`config.mk`:
```
export PLATFORM = sky130hd
export DESIGN_NAME = hz_decode_unit
export DESIGN_NICKNAME = d
export VERILOG_FILES = /design/src/rtl/hz_pkg.sv /design/src/rtl/hz_load_use.sv /design/src/rtl/hz_branch_dep.sv /design/src/rtl/hz_redirect.sv /design/src/rtl/hz_decode_unit.sv
export SDC_FILE = /design/constraint.sdc
export NUM_CORES = 1
export LEC_CHECK = 0
export ABC_AREA = 1
export BUFFER_PORTS_ARGS = -buffer_cell sky130_fd_sc_hd__buf_2
export CAP_MARGIN = 20
export CELL_PAD_IN_SITES_DETAIL_PLACEMENT = 1
export CELL_PAD_IN_SITES_GLOBAL_PLACEMENT = 1
export CORE_UTILIZATION = 25
export DETAILED_ROUTE_END_ITERATION = 8
export PLACE_DENSITY = 0.83
export REMOVE_ABC_BUFFERS = 1
export SETUP_SLACK_MARGIN = 0.2
export SYNTH_ARGS = -nofsm -noshare
export SYNTH_HDL_FRONTEND = slang
export SYNTH_HIERARCHICAL = 1
export SYNTH_SLANG_ARGS = --single-unit
```
`constraint.sdc`:
```
create_clock -name vclk -period 1.1
set_input_delay 0.11 -clock vclk [all_inputs]
set_output_delay 0.11 -clock vclk [all_outputs]
set_load 0.02 [all_outputs]
```
`src/rtl/hz_pkg.sv`:
```
package hz_pkg;
  typedef enum logic [1:0] {
    HZ_NONE   = 2'd0,
    HZ_LOAD   = 2'd1,
    HZ_BRANCH = 2'd2
  } hz_cause_e;

  // pick the reason for a hold; load-use is reported first when both apply
  function automatic hz_cause_e hz_pick_cause(input logic load_hit, input logic br_hit);
    if (load_hit) return HZ_LOAD;
    if (br_hit) return HZ_BRANCH;
    return HZ_NONE;
  endfunction
endpackage

```
`src/rtl/hz_load_use.sv`:
```
module hz_load_use #(
  parameter int AW = 5,
  parameter int NSRC = 2
) (
  input  logic                    ld_valid,
  input  logic [AW-1:0]           ld_dst,
  input  logic [NSRC-1:0][AW-1:0] srcs,
  output logic                    hit
);
  logic [NSRC-1:0] src_match;

  for (genvar k = 0; k < NSRC; k++) begin : g_src
    assign src_match[k] = (srcs[k] == ld_dst);
  end

  assign hit = ld_valid && (|src_match);
endmodule

```
`src/rtl/hz_branch_dep.sv`:
```
module hz_branch_dep #(
  parameter int AW = 5,
  parameter int NSRC = 2
) (
  input  logic                    is_branch,
  input  logic                    ex_writes,
  input  logic [AW-1:0]           ex_dst,
  input  logic [NSRC-1:0][AW-1:0] srcs,
  output logic                    hit
);
  localparam logic [AW-1:0] ZERO_REG = '0;

  logic [NSRC-1:0] src_match;
  logic            dst_live;

  assign dst_live = ex_writes && (ex_dst != ZERO_REG);

  for (genvar k = 0; k < NSRC; k++) begin : g_src
    assign src_match[k] = (srcs[k] == ex_dst);
  end

  assign hit = is_branch && dst_live && (|src_match);
endmodule

```
`src/rtl/hz_redirect.sv`:
```
module hz_redirect (
  input  logic hold,
  input  logic is_branch,
  input  logic br_taken,
  input  logic is_jump,
  output logic flush
);
  logic redirect_req;

  assign redirect_req = is_jump || (is_branch && br_taken);
  assign flush = redirect_req && !hold;
endmodule

```
`src/rtl/hz_decode_unit.sv`:
```
module hz_decode_unit #(
  parameter int AW = 5
) (
  input  logic          ex_mem_read,
  input  logic          ex_reg_write,
  input  logic [AW-1:0] ex_rt,
  input  logic [AW-1:0] ex_dst,
  input  logic [AW-1:0] id_rs,
  input  logic [AW-1:0] id_rt,
  input  logic          id_is_branch,
  input  logic          id_br_taken,
  input  logic          id_is_jump,
  output logic          pc_we,
  output logic          ifid_we,
  output logic          idex_ctrl_zero,
  output logic          ifid_flush
);
  import hz_pkg::*;

  localparam int NSRC = 2;

  logic [NSRC-1:0][AW-1:0] id_srcs;
  logic                    load_hit;
  logic                    br_hit;
  logic                    hold;
  hz_cause_e               cause;

  assign id_srcs = {id_rt, id_rs};

  hz_load_use #(.AW(AW), .NSRC(NSRC)) u_load (
    .ld_valid (ex_mem_read),
    .ld_dst   (ex_rt),
    .srcs     (id_srcs),
    .hit      (load_hit)
  );

  hz_branch_dep #(.AW(AW), .NSRC(NSRC)) u_brdep (
    .is_branch (id_is_branch),
    .ex_writes (ex_reg_write),
    .ex_dst    (ex_dst),
    .srcs      (id_srcs),
    .hit       (br_hit)
  );

  assign cause = hz_pick_cause(load_hit, br_hit);
  assign hold  = (cause != HZ_NONE);

  hz_redirect u_redir (
    .hold      (hold),
    .is_branch (id_is_branch),
    .br_taken  (id_br_taken),
    .is_jump   (id_is_jump),
    .flush     (ifid_flush)
  );

  assign pc_we          = !hold;
  assign ifid_we        = !hold;
  assign idex_ctrl_zero = hold;

  // port-level checks beside the combining logic
  always_comb begin
    if (ex_mem_read && (ex_rt == id_rs || ex_rt == id_rt))
      assert_load_freeze_R1: assert (!pc_we && !ifid_we);
    if (!ex_mem_read && !id_is_branch)
      assert_no_alu_hold_R2: assert (pc_we && ifid_we);
    assert_bubble_pairs_R4: assert (idex_ctrl_zero == !pc_we);
    if (!ex_mem_read && ex_dst == '0)
      assert_zero_dst_R6: assert (pc_we);
    assert_hold_beats_flush_R9: assert (!(ifid_flush && idex_ctrl_zero));
    if (id_is_jump && pc_we)
      assert_jump_squash_R8: assert (ifid_flush);
  end
endmodule

```
==> flow_summary.toml <==
[status]
status = "finished, violations left"
violations = "negative setup slack"

[layout]
antennaDiodeCount = 0
nClkBuffers = 0
fin_nets = 155
seq_cells = 0
layout-drive-gt1-share_pct = 48.4
regArea_sq_um = 0
mostFrequentLayoutCell = "nand2_1"
mostFrequentLayoutCells = "28 x nand2_1, 16 x inv_1, 12 x nand2_2"
syn_to_final_growth_pct = 86.6
postLayoutCoreUtil_pct = 51.1

[floorplan]
die_area_sq_um = 1860
initial_core_util_pct = 27.4
rows = 14
die_y_um = 43.1
coreArea_sq_um = 1540
ios = 29
die_x_um = 43.1

[placed_design]
dpl.hpwl_um = 1130
numPortBuffers = 29
gp_congestion = 0.783
pre_cts_slack_ns = -0.0826

[logic_synthesis]
synth_area_leaders = "nand2_1 36%, inv_1 20%, nor2_1 12%"
netlist_instances = 97
ys_types = 11
synth_area_per_cell_sq_um = 4.35
synth_seq_area_share_pct = 0
syn_area_sq_um = 422
yosysTopAreaCellShare_pct = 35.6
yosysTopAreaCell = "nand2_1"
yosysWarnings = 6

[critical_path]
worstSetupStartpointType = "input port"
slowest_delay_ns = 0.17
slowest_stage = "a21oi_2"
cp_max_fo = 3
cp-end-kind = "output pin"
cp.required_ns = 0.99
path_cells = "buf_6 -> inv_4 -> nand2_2 -> nand2_1 -> nor2_2 -> nand3_1 -> a21oi_2 -> inv_1 -> nand2_2 -> a21oi_2 -> buf_4"
crit_type = "in2out"
cp.arrival_ns = 1.05

[drt]
ant_nets = 0
wl_um = 1490
first_iter_violations = 5
via_per_inst = 4.52
vias = 651
wl_per_cell_um = 10.4
drtPass1Iterations = 4
drc = 0

[sta]
slew_viol_final = 0
layout_setup_ws_ns = -0.0632
rsz0062_at_grt = "yes"
worstMarginPinSlew_ns = 0.175
setup_viol = 2
fin_crit_sh_pct = 106
tns_ns = -0.105
timing.fmax_ghz = 0.860
slew_headroom_pct = 88.3
hold_violations = 0
layout_min_cycle_time_ns = 1.16
holdWs_ns = 0.568

[flow_run]
max-cap-violations = 0

[global_routing]
grt_max_degree = 6
grt_pass1_vias = 607
gr-usage-all-layers_pct = 14.6
antenna_found_initial = 0
grt-ovfl-total = 0
grt_pass1_wl_um = 2220

[hold_path]
hp-class = "in2out"

[power_and_ir_drop]
powerDensity_nw_per_um2 = 380
power.total_mw = 0.299
ir_drop_v = 0.000146
p_leak_nw = 0.469

[clocking]
hold_buffers = 0
post-cts-setup-buffers = 0
-- per-layer routing --
layer  global-route usage (%)  routed length [um]
met4                        0                   0
met5                        0                   0
met3                        0                  58
met2                     31.2                 868
met1                     16.7                 564
-- power breakdown --
group	internal [mW]	switching (mW)	leakage [nW]	total, mW
sequential	0	0	0	0
combinational	0.155	0.144	0.469	0.299
clock	0	0	0	0
total	0.155	0.144	0.469	0.299
-- worst paths after layout --
check / from / endpoint / slack (ns) / cells past startpoint
setup / recovery: ex_dst[3] / ifid_flush / -0.06 / 11
hold / removal: id_br_taken / ifid_flush / 0.57 / 4
-- cell type report --
cell class         count  area [sq um]
repair buffers        32           295
multi-input cells     69           365
well taps             16          20.0
fillers              223           754
inverters             27           106
-- stage by stage --
step,std cells,cell area (sq um)
after floorplan,96,414
after global placement,144,602
after detailed placement,144,602
after CTS,144,651
after global routing,144,787
final,144,787
-- cell families (layout without fill, tap and decap cells) --
logic type	Yosys count	after routing	synth area share, %
AO/OA/AOI/OAI	3	3	6.23
AND/OR/NAND/NOR	60	60	55.5
buffers and inverters	28	59	25.8
XOR/XNOR	6	6	12.5
-- repair_timing --
action                     4_1_cts  5_1_grt
pin swaps                       11       27
gates resized for setup         12       51
gates cloned                     0        0
setup endpoints to repair        4        4
-- Yosys cell counts, drive strengths merged --
cell     n
a21oi    3
buf      1
nor2    14
xnor2    4
nand4    1
xor2     2
nand2   40
clkinv   1
nand3    5
inv     26
-- worst max-delay path: cells and delay by family --
family | cells | cell delay (ns)
compound gates | 2 | 0.20
buf+inv | 4 | 0.35
simple gates | 5 | 0.40
No activity file was read; power rests on OpenSTA's default activity.
